[config.mk]
export PLATFORM = sky130hd
export DESIGN_NAME = cmpcap_timer
export DESIGN_NICKNAME = d
export VERILOG_FILES = /design/src/rtl/tmr_pkg.sv /design/src/rtl/tmr_counter.sv /design/src/rtl/tmr_capture.sv /design/src/rtl/tmr_oc_chan.sv /design/src/rtl/cmpcap_timer.sv
export SDC_FILE = /design/constraint.sdc
export NUM_CORES = 1
export LEC_CHECK = 0
export BUFFER_PORTS_ARGS = -buffer_cell sky130_fd_sc_hd__buf_2
export CAP_MARGIN = 40
export CORE_ASPECT_RATIO = 0.75
export CORE_MARGIN = 3
export CORE_UTILIZATION = 30
export CTS_CLUSTER_SIZE = 20
export DETAILED_ROUTE_END_ITERATION = 6
export SYNTH_ARGS = -nofsm -noshare
export SYNTH_HDL_FRONTEND = slang
export SYNTH_SLANG_ARGS = --single-unit
[constraint.sdc]
create_clock -name clk -period 2.76 [get_ports clk]
set_input_delay 0.138 -clock clk [delete_from_list [all_inputs] [get_ports clk]]
set_output_delay 0.138 -clock clk [all_outputs]
set_load 0.02 [all_outputs]
[src/rtl/tmr_pkg.sv]
`timescale 1ns/1ps
package tmr_pkg;
  localparam int NCH    = 4;
  localparam int ADDR_W = 4;

  localparam logic [ADDR_W-1:0] A_CTRL  = 4'd4;
  localparam logic [ADDR_W-1:0] A_FORCE = 4'd5;
  localparam logic [ADDR_W-1:0] A_FLAG  = 4'd6;
  localparam logic [ADDR_W-1:0] A_MASK  = 4'd7;
  localparam logic [ADDR_W-1:0] A_CNT   = 4'd8;

  typedef enum logic [1:0] {
    ACT_NONE   = 2'b00,
    ACT_TOGGLE = 2'b01,
    ACT_LOW    = 2'b10,
    ACT_HIGH   = 2'b11
  } act_e;
endpackage

[src/rtl/tmr_counter.sv]
`timescale 1ns/1ps
module tmr_counter #(
  parameter int W = 16
) (
  input  logic         clk,
  input  logic         rst_n,
  input  logic         tick_i,
  output logic [W-1:0] cnt_o
);
  always_ff @(posedge clk) begin
    if (!rst_n)      cnt_o <= '0;
    else if (tick_i) cnt_o <= cnt_o + 1'b1;
  end

  AST_CNT_STEP: assert property (@(posedge clk) disable iff (!rst_n)
    tick_i |=> cnt_o == W'($past(cnt_o) + 1'b1));
  AST_CNT_HOLD: assert property (@(posedge clk) disable iff (!rst_n)
    !tick_i |=> $stable(cnt_o));
endmodule

[src/rtl/tmr_capture.sv]
`timescale 1ns/1ps
module tmr_capture (
  input  logic       clk,
  input  logic       rst_n,
  input  logic       en_i,
  input  logic [1:0] edge_sel_i,
  input  logic       pin_i,
  output logic       evt_o
);
  logic s1_q, s2_q, s3_q;
  logic rise, fall;

  always_ff @(posedge clk) begin
    if (!rst_n) begin
      s1_q <= 1'b0;
      s2_q <= 1'b0;
      s3_q <= 1'b0;
    end else begin
      s1_q <= pin_i;
      s2_q <= s1_q;
      s3_q <= s2_q;
    end
  end

  assign rise  = s2_q & ~s3_q;
  assign fall  = ~s2_q & s3_q;
  assign evt_o = en_i & ((edge_sel_i[0] & rise) | (edge_sel_i[1] & fall));
endmodule

[src/rtl/tmr_oc_chan.sv]
`timescale 1ns/1ps
module tmr_oc_chan import tmr_pkg::*; #(
  parameter int W = 16
) (
  input  logic         clk,
  input  logic         rst_n,
  input  logic         tick_i,
  input  logic         en_i,
  input  logic [W-1:0] cmp_i,
  input  logic [W-1:0] cnt_nxt_i,
  input  act_e         act_i,
  input  logic         force_i,
  output logic         match_o,
  output logic         pin_o
);
  logic pend_q;
  logic fire;

  assign match_o = tick_i & en_i & (cnt_nxt_i == cmp_i);
  assign fire    = tick_i & en_i & (match_o | pend_q);

  always_ff @(posedge clk) begin
    if (!rst_n)                pend_q <= 1'b0;
    else if (force_i && en_i)  pend_q <= 1'b1;
    else if (tick_i)           pend_q <= 1'b0;
  end

  always_ff @(posedge clk) begin
    if (!rst_n) pin_o <= 1'b0;
    else if (fire) begin
      case (act_i)
        ACT_TOGGLE: pin_o <= ~pin_o;
        ACT_LOW:    pin_o <= 1'b0;
        ACT_HIGH:   pin_o <= 1'b1;
        default:    pin_o <= pin_o;
      endcase
    end
  end

  AST_PIN_ON_TICK: assert property (@(posedge clk) disable iff (!rst_n)
    !tick_i |=> $stable(pin_o));
  AST_DRIVE_HIGH: assert property (@(posedge clk) disable iff (!rst_n)
    (tick_i && en_i && (match_o || pend_q) && act_i == ACT_HIGH) |=> pin_o);
  AST_FORCE_ONESHOT: assert property (@(posedge clk) disable iff (!rst_n)
    (tick_i && !force_i) |=> !pend_q);
endmodule

[src/rtl/cmpcap_timer.sv]
`timescale 1ns/1ps
module cmpcap_timer import tmr_pkg::*; #(
  parameter int CNT_W = 16
) (
  input  logic              clk,
  input  logic              rst_n,
  input  logic              tick_i,
  input  logic              bus_sel_i,
  input  logic              bus_we_i,
  input  logic [ADDR_W-1:0] bus_addr_i,
  input  logic [CNT_W-1:0]  bus_wdata_i,
  output logic [CNT_W-1:0]  bus_rdata_o,
  input  logic              cap_pin_i,
  output logic [NCH-1:0]    pin_o,
  output logic              irq_cmp_o,
  output logic              irq_ch4_o
);
  localparam int CTRL_W   = 2*NCH + 3;
  localparam int MODE_BIT = 2*NCH;
  localparam int EDGE_LSB = 2*NCH + 1;
  localparam int DUAL     = NCH - 1;

  logic [CNT_W-1:0]  cnt, cnt_nxt;
  logic [CNT_W-1:0]  val_q [NCH];
  logic [CTRL_W-1:0] ctrl_q;
  logic [NCH-1:0]    flag_q, mask_q, match, force_set, set_vec, chan_en;
  logic [NCH-1:0]    clr_vec;
  logic              wr, flag_wr, cap_mode, cap_evt;

  assign wr       = bus_sel_i & bus_we_i;
  assign flag_wr  = wr && (bus_addr_i == A_FLAG);
  assign cap_mode = ctrl_q[MODE_BIT];
  assign cnt_nxt  = cnt + 1'b1;

  tmr_counter #(.W(CNT_W)) u_cnt (
    .clk(clk), .rst_n(rst_n), .tick_i(tick_i), .cnt_o(cnt)
  );

  tmr_capture u_cap (
    .clk(clk), .rst_n(rst_n), .en_i(cap_mode),
    .edge_sel_i(ctrl_q[EDGE_LSB +: 2]), .pin_i(cap_pin_i), .evt_o(cap_evt)
  );

  for (genvar g = 0; g < NCH; g++) begin : g_ch
    assign chan_en[g]   = (g == DUAL) ? ~cap_mode : 1'b1;
    assign force_set[g] = wr && (bus_addr_i == A_FORCE) && bus_wdata_i[g];
    assign set_vec[g]   = match[g] | ((g == DUAL) ? cap_evt : 1'b0);

    tmr_oc_chan #(.W(CNT_W)) u_oc (
      .clk(clk), .rst_n(rst_n), .tick_i(tick_i), .en_i(chan_en[g]),
      .cmp_i(val_q[g]), .cnt_nxt_i(cnt_nxt),
      .act_i(act_e'(ctrl_q[2*g +: 2])), .force_i(force_set[g]),
      .match_o(match[g]), .pin_o(pin_o[g])
    );

    AST_FLAG_STICKY: assert property (@(posedge clk) disable iff (!rst_n)
      (flag_q[g] && !(flag_wr && bus_wdata_i[g])) |=> flag_q[g]);
    AST_MATCH_FLAG: assert property (@(posedge clk) disable iff (!rst_n)
      match[g] |=> flag_q[g]);
  end

  always_ff @(posedge clk) begin
    if (!rst_n) begin
      for (int i = 0; i < NCH; i++) val_q[i] <= '0;
    end else begin
      for (int i = 0; i < NCH; i++) begin
        if (i == DUAL && cap_evt)
          val_q[i] <= cnt;
        else if (wr && bus_addr_i == ADDR_W'(i))
          val_q[i] <= bus_wdata_i;
      end
    end
  end

  assign clr_vec = flag_wr ? bus_wdata_i[NCH-1:0] : '0;

  always_ff @(posedge clk) begin
    if (!rst_n) begin
      ctrl_q <= '0;
      mask_q <= '0;
      flag_q <= '0;
    end else begin
      if (wr && bus_addr_i == A_CTRL) ctrl_q <= bus_wdata_i[CTRL_W-1:0];
      if (wr && bus_addr_i == A_MASK) mask_q <= bus_wdata_i[NCH-1:0];
      flag_q <= (flag_q & ~clr_vec) | set_vec;
    end
  end

  assign irq_cmp_o = |(flag_q[DUAL-1:0] & mask_q[DUAL-1:0]);
  assign irq_ch4_o = flag_q[DUAL] & mask_q[DUAL];

  always_comb begin
    bus_rdata_o = '0;
    for (int i = 0; i < NCH; i++)
      if (bus_addr_i == ADDR_W'(i)) bus_rdata_o = val_q[i];
    case (bus_addr_i)
      A_CTRL:  bus_rdata_o[CTRL_W-1:0] = ctrl_q;
      A_FLAG:  bus_rdata_o[NCH-1:0]    = flag_q;
      A_MASK:  bus_rdata_o[NCH-1:0]    = mask_q;
      A_CNT:   bus_rdata_o             = cnt;
      default: ;
    endcase
  end

  AST_CAP_NO_MATCH: assert property (@(posedge clk) disable iff (!rst_n)
    cap_mode |-> !match[DUAL]);
  AST_CAP_PIN_HOLD: assert property (@(posedge clk) disable iff (!rst_n)
    (cap_mode && $past(cap_mode)) |-> $stable(pin_o[DUAL]));
  AST_IRQ_SOURCE: assert property (@(posedge clk) disable iff (!rst_n)
    irq_cmp_o |-> (flag_q[DUAL-1:0] != '0));
endmodule

# Word level (Yosys, flattened, before mapping)
# Memories as Yosys holds them, arrays and structs flattened.
# Index checks and enable logic that the tools add are counted.
# classes
bitwise	38
n_addsub	1
mux	39
n_reduce_logical	27
eq_ne	24
# op_table
cell	count
two-way mux 16 bit	9
== test 16 bit	4
two-way mux 1 bit	22
adder 16 x 1 -> 16 bit (second input constant)	1
bitwise AND 1 bit	16
== test 2 bit (second input constant)	8
== test 4 x 3 -> 1 bit (second input constant)	4
one-hot mux 4 bit (4 select lines)	1
one-hot mux 7 bit (2 select lines)	1
logical AND 1 bit	13
one-hot mux 1 bit (3 select lines)	4
nonzero test 3 bit	4
OR 1 bit	11
== test 2 x 1 -> 1 bit (second input constant)	4
== test 4 x 2 -> 1 bit (second input constant)	2
AND reduction 2 bit	4
nonzero test 2 bit	4
NOT 1 bit	7
two-way mux 5 bit	1
bitwise AND 4 bit	1
== test 4 x 1 -> 1 bit (second input constant)	1
== test 4 bit (second input constant)	1
logical NOT 4 bit	1
two-way mux 4 bit	1
other kinds (4)	4
# word_totals
ff_bits	46
memories	1
ram_bits	64
inputBits	26
out_inout_bits	22
word_cells	145
# mem_list
memory	depth	width	rd	rd_ports_with_merged_regs	write_ports	line_no	rtl
val_q	4	16	4	0	4	cmpcap_timer.sv:24	logic [CNT_W-1:0] val_q [NCH];

# Depth between registers and ports, before layout
# logic_depth
ltp_word	10
ltp_mapped	10
mapped_depth_nobuf	8

# Hierarchy
# Synthesis repeated with hierarchy kept, for this count alone.
# hier_totals
cells_unflattened	678
area_unflattened_um2	6999.2
# modules_own_cells
module	instances	seq_area_each_um2	cells_per_inst	area_each_um2
cmpcap_timer	1	2302.2	406	4647.0
tmr_oc_chan	4	40.0	45	376.6
tmr_counter	1	320.3	83	744.5
tmr_capture	1	60.1	9	101.3

# Least setup slack after synthesis
# No wires, ideal clock.
# synth_timing
path_type	register to register
startpoint	register u_cnt.cnt_o[1]
endpoint	register g_ch[2].u_oc.pin_o
arrival_time_ps	2674
synth_period_minus_slack_ps	2800
setup_slack_ps	-40
required_ps	2634
setup_ps	126
path_stages_with_launch	11
n_path_buf	2
cell_sequence	dfxtp_1 ha_1 buf_2 nand3_1 buf_2 nor4_2 xor3_1 or4b_1 nor4_1 a2111o_1 o211ai_1
# synth_between
elab_chain_len	6
# synth_lines
item	line_no	rtl
start: declaration	tmr_counter.sv:8	output logic [W-1:0] cnt_o
start signal: assignment	tmr_counter.sv:12	else if (tick_i) cnt_o <= cnt_o + 1'b1;
adder 16 x 1 -> 16 bit	cmpcap_timer.sv:33	assign cnt_nxt = cnt + 1'b1;
== test 16 bit	tmr_oc_chan.sv:19	assign match_o = tick_i & en_i & (cnt_nxt_i == cmp_i);
bitwise AND 1 bit	tmr_oc_chan.sv:19	
OR 1 bit	tmr_oc_chan.sv:20	assign fire = tick_i & en_i & (match_o | pend_q);
bitwise AND 1 bit	tmr_oc_chan.sv:20	
AND reduction 2 bit (no line)	n/a	
end signal: assignment	tmr_oc_chan.sv:32	ACT_TOGGLE: pin_o <= ~pin_o;
end signal: assignment	tmr_oc_chan.sv:35	default: pin_o <= pin_o;
end: declaration	tmr_oc_chan.sv:14	output logic pin_o
# Every way passes these cells.
# A chain may end at the register's enable or synchronous reset.

# Final worst setup path
# layout_timing
startpoint	register u_cnt.cnt_o[7]
endpoint	register g_ch[2].u_oc.pin_o
# Same word-level chain as after synthesis.

==> impl_results.md <==
- Cell breakdown of the critical path: nand3_1, nor4_4, xor3_1, or4b_1, nor4_2, buf_4, a2111o_1, o211ai_1
- Slowest CP cell: or4b_1
- Top post-synthesis cells by area: edfxtp_1, dfxtp_1, xnor3_1, and2_1, mux4_2
- Clock sinks: 110
- ANT nets after route: 0
- WP data required: between 3 and 4 ns
- GR Util All Layers: between 10% and 20%
- Crit path DAT: 2.91 ns
- Total gr overflow: 0
- Most common cell in the netlist: edfxtp_1
- Die Y: 140.1 µm
- CP delay by family, top: simple AND/OR/NAND/NOR gates
- GPL Wtd Cong: between 0.9 and 1
- Ports: 48
- Number of synthesized flops with an enable pin: 64
- Worst Hold Class: primary input to flop
- #FFs+latches synth: 110
- Worst IR Drop VDD: 0.0002750 V
- Minimum clock period: ~2.7 ns
- Number of distinct library cells after synthesis: between 60 and 70
- Sequential cell area fraction in the yosys report: slightly below 40%
- RSZ-0062 raised after global routing: false
- Mean area per synthesized cell: 9.802 µm²
- Max Cap Viol: 0
- Netlist Area Pre-Place: between 7000 and 8000 µm²
- Fin. max-slew vios: 0
- DP HPWL: roughly 18000 µm
- Setup slack after layout: roughly 0.09 ns
- CTS tree: built
- Routed WL: about 25000 µm
- Top cells by count, synth: edfxtp_1, nand2_1, and2_1
- Dominant synthesized flop cell: edfxtp_1
- Power per Cell Area: around 440 nW/µm²
- Clock Latency Late Sink: around 0.37 ns
- Vias in the first global route: 5700
- Place WS: -0.03384 ns
- Slowest Stage Delay on Critical Path: roughly 0.55 ns
- Critical path buffers and inverters: 1
- Critical-path maximum fanout: 4
- Fin crit share: approximately 97%
- Clock tree buffer depth: 2
- Largest net degree at the start of global routing: 41
- Full die area: ~26000 µm²
- Starting Density: between 30% and 40%
- FP Rows: 48
- DRC violations left: 0
- NumNets Final: 818
- H-tree levels: 3
- First-pass GRT wire length: around 37000 µm
- Element type at the critical path start: flop
- Max Clock Freq: roughly 0.37 GHz
- Final hold violation count: 0
- Area growth, synth to finish: 16.05%
- Core Region: 23300 µm²
- Layout filler cell count: ~2400
- Post-synth top area share: roughly a quarter
- CTS root buffer: clkbuf_16
- Status: complete, no violations
- PortBufs: 47
- Worst slew pin tran: approximately 0.61 ns
- Clk pin slew, worst setup/hold paths: approximately 0.08 ns
- Share of flip-flops with an asynchronous set or reset: 0%
- Syn nets: ~760
- Die Width: 184.8 µm
- Final Skew: approximately 0.012 ns
- Vias: roughly 6000
- Placed instance area: around 8000 µm²
- Yosys Warn Count: 0
- Finished layout cell area: around 8300 µm²
- Fraction of layout cells with a size suffix above 1: around a fifth
- Yosys top cell by area: edfxtp_1
- Setup CP Type: flop to flop
- Static Leak: 3.141 nW
- Worst slew margin: between 50% and 60%
- Drt first pass iters: 5
- Syn Inst Count: 734
- Setup violators final: 0
- CTS buffer count: 9
- CP endpoint kind: flop
- Initial antenna violation count: 1
- Initial DRC count: ~740
- Antenna diode count: 0
- Routed len/inst: between 20 and 25 µm
- Via density: 5.518
==> metrics by stage <==
| stage | setup TNS (ns) | utilization, % | hold slack [ns] | instances | total power, mW |
|---|---|---|---|---|---|
| detailed placement | -0.03384 | 34.29 | 0.3695 | 1078 | 2.410 |
| finish | 0 | 35.83 | 0.05297 | 1096 | 3.677 |
| floorplan | 0 | - | 0.2653 | 734 | 2.206 |
| global placement | 0 | 34.29 | 0.3664 | 1078 | 2.407 |
| global route | 0 | 35.83 | 0.06176 | 1096 | 3.806 |
| CTS | 0 | 35.59 | 0.05572 | 1095 | 3.679 |
==> cells by family after synthesis <==
family	after synthesis	synth area share [%]
and+or+nand+nor	304	23.37
buffers and inverters	75	4.678
AOI/OAI and AO/OA	148	13.48
muxes	21	5.217
xor gates and xnor gates	75	13.57
adders and majority gates	1	0.1739
DFF	110	39.51
==> worst paths after layout <==
check | end | from | slack (ns) | cells after the start
setup / recovery | g_ch[2].u_oc.pin_o | u_cnt.cnt_o[7] | 0.09 | 8
hold / removal | ctrl_q[9] | bus_wdata_i[9] | 0.05 | 3
setup reg to reg | g_ch[2].u_oc.pin_o | u_cnt.cnt_o[7] | 0.09 | 8
hold reg to reg | u_cap.s2_q | u_cap.s1_q | 0.44 | 1
==> cell type report <==
type / count / area (µm²) / area share [%]
Tap cell: 300 / 375.4 / 4.496
Timing Repair Buffer: 106 / 693.2 / 8.302
Multi-Input combinational cell: 549 / 4098 / 49.08
Sequential cell: 110 / 2845 / 34.08
Inverter: 15 / 56.30 / 0.6744
Clock inverter: 7 / 56.30 / 0.6744
Clock buffer: 9 / 225.2 / 2.697
==> registers in the layout, summed over array words and instances (netlist names) <==
register          cells
g_ch.u_oc.pend_q      4
mask_q                4
u_cap.s2_q            1
u_cap.s1_q            1
ctrl_q               11
u_cnt.cnt_o          16
g_ch.u_oc.pin_o       4
u_cap.s3_q            1
val_q                64
flag_q                4
==> cells in the final DEF, fill, tap and decap left out, types with 27 or more instances in the layout <==
master	n
buf_2	47
nand2_1	62
a21oi_1	48
buf_4	57
dfxtp_1	44
edfxtp_1	64
and2_1	59
nor2_1	51
o21ai_0	27
==> worst min-delay path, stage by stage <==
cell and delay [ns]:
buf_2 0.13, nand2_1 0.06, a21oi_1 0.05
==> where the power goes <==
part / leakage, nW / internal, mW / switching [mW]
clock: 0.142 / 0.627 / 0.661
combinational: 2.02 / 0.218 / 0.298
sequential: 0.983 / 1.80 / 0.0720
==> per-layer routing <==
| metal | track usage [%] | part of all wire, % |
|---|---|---|
| met5 | 0 | 0.053 |
| met4 | 4.657 | 2.0 |
| met3 | 5.166 | 9.4 |
| met2 | 25.81 | 40 |
| met1 | 29.65 | 48 |
==> what timing repair did <==
action	in CTS	in global routing
gates resized for setup	3	12
endpoints found under the hold margin	1	0
setup endpoints to repair	1	7
pin swaps	0	2
setup buffers	0	1
hold buffers	1	0
(Power assumes the default switching activity.)
